==> src/rtl/cmd_seq_decoder.sv <==
module cmd_seq_decoder #(
  parameter int ADDR_W = 17,
  parameter int DATA_W = 8,
  parameter int CMP_W  = 15,
  parameter logic [DATA_W-1:0] MFR_CODE = 8'hDA,
  parameter logic [DATA_W-1:0] DEV_CODE = 8'hC1
) (
  input  logic              clk,
  input  logic              rst_n,
  input  logic              wr_en,
  input  logic [ADDR_W-1:0] wr_addr,
  input  logic [DATA_W-1:0] wr_data,
  input  logic              page_done,
  input  logic [ADDR_W-1:0] rd_addr,
  input  logic [DATA_W-1:0] arr_rdata,
  output logic [DATA_W-1:0] rd_data,
  output logic              load_ok,
  output logic              erase_start,
  output logic              id_mode,
  output logic              prot_en
);
  localparam logic [CMP_W-1:0]  KEY1   = CMP_W'(15'h5555);
  localparam logic [CMP_W-1:0]  KEY2   = CMP_W'(15'h2AAA);
  localparam logic [DATA_W-1:0] C_AA   = DATA_W'(8'hAA);
  localparam logic [DATA_W-1:0] C_55   = DATA_W'(8'h55);
  localparam logic [DATA_W-1:0] C_UNLK = DATA_W'(8'hA0);
  localparam logic [DATA_W-1:0] C_EXT  = DATA_W'(8'h80);
  localparam logic [DATA_W-1:0] C_EXIT = DATA_W'(8'hF0);
  localparam logic [DATA_W-1:0] C_ERAS = DATA_W'(8'h10);
  localparam logic [DATA_W-1:0] C_IDEN = DATA_W'(8'h60);
  localparam logic [DATA_W-1:0] C_UNPR = DATA_W'(8'h20);

  typedef enum logic [2:0] {IDLE, P1, P2, X1, X2, X3} seq_t;
  seq_t st, nxt;

  logic win;
  logic consumed, do_unlock, do_exit, do_erase, do_entry, do_unprot;

  wire at_k1  = wr_addr[CMP_W-1:0] == KEY1;
  wire at_k2  = wr_addr[CMP_W-1:0] == KEY2;
  wire first  = wr_en && at_k1 && wr_data == C_AA;
  wire second = wr_en && at_k2 && wr_data == C_55;
  wire cmd    = wr_en && at_k1;

  always_comb begin
    nxt       = st;
    consumed  = 1'b0;
    do_unlock = 1'b0;
    do_exit   = 1'b0;
    do_erase  = 1'b0;
    do_entry  = 1'b0;
    do_unprot = 1'b0;
    if (wr_en) begin
      case (st)
        IDLE: if (first)  begin nxt = P1; consumed = 1'b1; end
        P1:   if (second) begin nxt = P2; consumed = 1'b1; end
        P2: begin
          if (cmd && wr_data == C_UNLK) begin nxt = IDLE; consumed = 1'b1; do_unlock = 1'b1; end
          else if (cmd && wr_data == C_EXIT) begin nxt = IDLE; consumed = 1'b1; do_exit = 1'b1; end
          else if (cmd && wr_data == C_EXT) begin nxt = X1; consumed = 1'b1; end
        end
        X1:   if (first)  begin nxt = X2; consumed = 1'b1; end
        X2:   if (second) begin nxt = X3; consumed = 1'b1; end
        X3: begin
          if (cmd && wr_data == C_ERAS) begin nxt = IDLE; consumed = 1'b1; do_erase = 1'b1; end
          else if (cmd && wr_data == C_IDEN) begin nxt = IDLE; consumed = 1'b1; do_entry = 1'b1; end
          else if (cmd && wr_data == C_UNPR) begin nxt = IDLE; consumed = 1'b1; do_unprot = 1'b1; end
        end
        default: nxt = IDLE;
      endcase
      if (!consumed) begin
        nxt      = first ? P1 : IDLE;
        consumed = first;
      end
    end
  end

  always_ff @(posedge clk or negedge rst_n) begin
    if (!rst_n) begin
      st          <= IDLE;
      win         <= 1'b0;
      prot_en     <= 1'b1;
      id_mode     <= 1'b0;
      erase_start <= 1'b0;
    end else begin
      st          <= nxt;
      erase_start <= do_erase;
      if (do_unlock)      win <= 1'b1;
      else if (page_done) win <= 1'b0;
      if (do_unlock)      prot_en <= 1'b1;
      else if (do_unprot) prot_en <= 1'b0;
      if (do_entry)       id_mode <= 1'b1;
      else if (do_exit)   id_mode <= 1'b0;
    end
  end

  assign load_ok = wr_en && !consumed && (!prot_en || win);

  always_comb begin
    if (!id_mode)                  rd_data = arr_rdata;
    else if (rd_addr == ADDR_W'(0)) rd_data = MFR_CODE;
    else if (rd_addr == ADDR_W'(1)) rd_data = DEV_CODE;
    else                            rd_data = '0;
  end
endmodule

==> config.mk <==
export PLATFORM = sky130hd
export DESIGN_NAME = cmd_seq_decoder
export DESIGN_NICKNAME = d
export VERILOG_FILES = /design/src/rtl/cmd_seq_decoder.sv
export SDC_FILE = /design/constraint.sdc
export NUM_CORES = 1
export LEC_CHECK = 0
export BUFFER_PORTS_ARGS = -buffer_cell sky130_fd_sc_hd__buf_2
export CAP_MARGIN = 10
export CORE_ASPECT_RATIO = 0.7
export CORE_UTILIZATION = 38
export DETAILED_ROUTE_END_ITERATION = 10
export HOLD_SLACK_MARGIN = 0.08
export PLACE_DENSITY = 0.83
export SLEW_MARGIN = 25
export SYNTH_ARGS = -nofsm -noshare
export SYNTH_HDL_FRONTEND = slang
export SYNTH_SLANG_ARGS = --single-unit
==> constraint.sdc <==
create_clock -name clk -period 2.5 [get_ports clk]
set_input_delay 0.5 -clock clk [delete_from_list [all_inputs] [get_ports clk]]
set_output_delay 0.5 -clock clk [all_outputs]
set_load 0.02 [all_outputs]
# Word level (Yosys, flattened, before mapping)
# Index checks and enable logic that the tools add are counted.
[op_classes] n_eq_ne=22 n_mux=52 reduce_logical=23
[ops] cell="2-to-1 mux 1 bit" count=36
[ops] cell="2-to-1 mux 3 bit" count=11
[ops] cell="== test 8 bit (second input constant)" count=4
[ops] cell="2-to-1 mux 8 bit" count=3
[ops] cell="one-hot mux 3 bit (6 select lines)" count=1
[ops] cell="== test 17 x 1 -> 1 bit (second input constant)" count=1
[ops] cell="zero test 17 bit" count=1
[ops] cell="== test 8 x 7 -> 1 bit (second input constant)" count=2
[ops] cell="== test 15 x 14 -> 1 bit (second input constant)" count=1
[ops] cell="== test 15 bit (second input constant)" count=1
[ops] cell="logical AND 1 bit" count=12
[ops] cell="inequality test 3 bit (second input constant)" count=4
[ops] cell="inequality test 5 bit (second input constant)" count=2
[ops] cell="== test 8 x 5 -> 1 bit (second input constant)" count=1
[ops] cell="== test 8 x 6 -> 1 bit (second input constant)" count=1
[ops] cell="AND reduction 7 bit" count=1
[ops] cell="== test 3 x 2 -> 1 bit (second input constant)" count=2
[ops] cell="== test 3 bit (second input constant)" count=2
[ops] cell="nonzero test 2 bit" count=3
[ops] cell="one-hot mux 1 bit (4 select lines)" count=1
[ops] cell="OR reduction 2 bit" count=2
[ops] cell="== test 3 x 1 -> 1 bit (second input constant)" count=1
[ops] cell="zero test 3 bit" count=1
[ops] cell="zero test 1 bit" count=2
[ops] cell="logical OR 1 bit" count=1
[totals] ff_bits=7 input_bits=54

# Logic depth before layout (Yosys ltp)
[logic_depth] depth_word=13 ltp_mapped=6 ltp_nobuf=5

# Worst setup path after synthesis
# OpenSTA, ideal clock, no wires.
[synth_path] path_kind="input to output" startpoint="in rd_addr[16]" endpoint="out rd_data[1]" t_arrival_ns=1.921 required_ns=2.000 path_slack_ns=0.079 cell_stages=4 path_buffers=0 path_cell_list="or4_1 -> or4_1 -> nand2b_1 -> o21ai_1"
[synth_via] elab_chain_cells=3
[synth_lines] element="start, declared" line="14" rtl="input logic [ADDR_W-1:0] rd_addr,"
[synth_lines] element="zero test 17 bit" line="101" rtl="else if (rd_addr == ADDR_W'(0)) rd_data = MFR_CODE;"
[synth_lines] element="2-to-1 mux 8 bit" line="101"
[synth_lines] element="2-to-1 mux 8 bit" line="100" rtl="if (!id_mode) rd_data = arr_rdata;"
[synth_lines] element="end, declared" line="16" rtl="output logic [DATA_W-1:0] rd_data,"
# No other way between the ends.

# Worst setup path in the final report
# Same ends and word-level chain as after synthesis.

==> impl_results.md <==
* Final setup fails at 2
* Synth unique cells at 46
* CTS tree: yes
* Avg WL per Cell at ~13 um
* Most frequent CP cell: or4_4
* Max Slew Vio Count at 0
* Flip-flop and latch area at between 150 and 200 um2
* Worst slew pin tran at around 440 ps
* Gr usage total at 22.8%
* Global route overflow at 0
* Layout area overhead at 56.1%
* Status: finished, violations left
* # port buffers at 63
* H-tree depth at 1
* Synthesized flop and latch total at 7
* Mapped Area at just over 800 um2
* Clock Latency Late Sink at 250 ps
* DIE AREA at between 2000 and 2500 um2
* Skew final at 0.409 ps
* Buf/Inv on CP at 2
* First-pass GRT wire length at between 3000 and 4000 um
* Die Height at 40.5 um
* Vias/cell at 5.44
* Vias at between 1k and 1.5k
* Post-synth EDFFs at 0
* Post-DRT Antenna Nets at 0
* Achievable frequency at roughly 0.40 GHz
* Core area at between 1500 and 2000 um2
* Worst hold path type: input port to flop
* Worst path cell trace: buf_6 -> or4_4 -> or4_4 -> nand2b_4 -> o21ai_1 -> buf_4
* Pin count of the biggest net entering global routing at 11
* Final min period at between 2000 and 3000 ps
* 1st-iter DRT viols at around 70
* Syn nets at 161
* GPL Wtd Cong at between 0.9 and 1
* Average size of a mapped cell at 7.52 um2
* Seq/Total Area, Yosys at around 22%
* Failing checks: DRC, setup timing
* CP required at ~2000 ps
* Final Routed Wirelength at ~2600 um
* Max cap viols at 0
* Yosys warns at 0
* Most frequent cells in the layout: 56 x buf_2, 14 x inv_1, 11 x nand2_1
* Finished Core Util at roughly 65%
* Main flop type after synthesis: dfrtp_1
* Asr flop ratio synth at between 90% and 100%
* CP top delay family: simple AND/OR/NAND/NOR gates
* Clk buf depth at 2
* CP startpoint kind: input port
* Power Density at between 200 and 300 nW/um2
* Row count at 13
* Fill count at 170
* Kind of critical path: input port to primary output
* Initial Utilization at a little over two fifths
* Initial antenna violation count at 0
* Hold Fails Final Rpt at 0
* TritonCTS Buffers at 3
* VDD IR max at ~0.26 mV
* CP max stage cell: or4_4
* Multi-input logic area at 586 um2
* TritonCTS Sinks at 7
* Post-placement cell count at slightly below 200
* I/O pin cnt at 66
* Antenna fix cells at 0
* RSZ-0062 raised after global routing: yes
* Worst Path Max Fanout at 3
* Fin crit share at 100%
* Pleak at about 0.63 nW
* CP Data Arrival Time at 2000 ps
* Die W at around 57 um
* Slowest stage delay, CP at 510 ps
* Final #Nets at ~230
* Commonest non-fill, non-tap cell in the layout: buf_2
* Detailed-router iteration count before antenna repair at 7
* Worst Setup End Kind: primary output
* Layout cells sized above 1 at roughly 45%
* Final Non-Filler Cells at 200
* Worst slew margin at a little over two thirds
* Post-Syn Instances at 107
* Drt drc at 14
* Vias in the first global route at between 800 and 900
* HPWL after DPL at around 2200 um
* Clock slew at reported path FFs at around 50 ps
* Cell chosen for the clock root: clkbuf_4
* Slack of the critical path at -3.74 ps
-- logic make-up after synthesis --
kind of cell              Yosys count  synth area share [%]
xor gates and xnor gates            2                  2.18
buffers and inverters              16                  7.62
AOI/OAI and AO/OA                  25                  22.1
muxes                               1                  1.24
DFF                                 7                  21.9
and+or+nand+nor                    56                  44.9
-- layout make-up --
class | instances | area share, %
clock buffer | 4 | 2.09
inverter | 14 | 4.18
multi-input combinational | 84 | 46.6
sequential | 7 | 14.0
tap | 22 | 2.19
timing repair buffer | 69 | 30.9
-- power by group --
group          total [mW]  leakage [nW]  internal [mW]  switching [mW]
combinational       0.103         0.522         0.0530          0.0500
clock               0.103        0.0150         0.0609          0.0417
sequential          0.114        0.0942          0.114    0.0000000185
-- metal layers --
layer	GRT usage [%]	up-vias	part of all wire, %	routed length [um]
met4	1.83	0	0	0
li1	-	548	-	-
met3	7.42	0	11	294
met1	27.5	477	40	1070
met2	42.4	62	48	1280
met5	0	-	0	0
-- worst paths after layout --
path | cells past startpoint | to | startpoint | slack (ps)
setup / recovery | 6 | rd_data[1] | rd_addr[16] | -4
hold / removal | 2 | win | page_done | 410
setup reg to reg | 6 | st[1] | st[0] | 600
hold reg to reg | 2 | prot_en | prot_en | 490
max in group asynchronous | 2 | prot_en | rst_n | 1670
min in group asynchronous | 2 | st[2] | rst_n | 600
-- sequential cells by signal, summed over array words and instances, names as in the netlist --
register,cells
st,3
erase_start,1
id_mode,1
prot_en,1
win,1
-- Yosys cell counts, drive strengths merged (3+ instances only) --
library cell	number	area share, %
nor2	5	2.3
o21ai	7	4.4
nor3	4	2.5
nand4	3	3.1
nor4	3	3.1
dfrtp	6	19
or4	4	3.7
nor2b	3	2.3
a211oi	3	2.8
nand2	11	5.1
nand3	5	3.1
a21oi	3	1.9
nand4bb	3	4.2
nand2b	3	2.3
inv	14	6.5
-- per-stage QoR --
stage | hold slack [ps] | TNS, ps | setup WS, ps | cell area, um2 | total power, mW
floorplan | 204 | 0 | 79.0 | 805 | 0.152
detailed placement | 339 | -303 | -88.5 | 1180 | 0.210
global route | 419 | -195 | -54.6 | 1260 | 0.339
finish | 406 | -4.76 | -3.74 | 1260 | 0.319
CTS | 403 | -2.60 | -1.32 | 1230 | 0.319
global placement | 337 | -198 | -61.3 | 1180 | 0.208
-- worst register-to-register path: stages (launching register included) --
cell	delay (ps)
dfrtp_1	450
or2_2	320
a211oi_1	200
o2111ai_1	190
buf_4	190
a2111oi_2	350
a211o_1	150
-- what timing repair did --
item / 4_1_cts / 5_1_grt
endpoints found under the setup margin: 5 / 7
pin swaps: 0 / 1
hold buffers: 1 / 0
buffers inserted: 0 / 0
hold endpoints to repair: 6 / 0
gates resized for setup: 6 / 6
(Power assumes the default switching activity.)
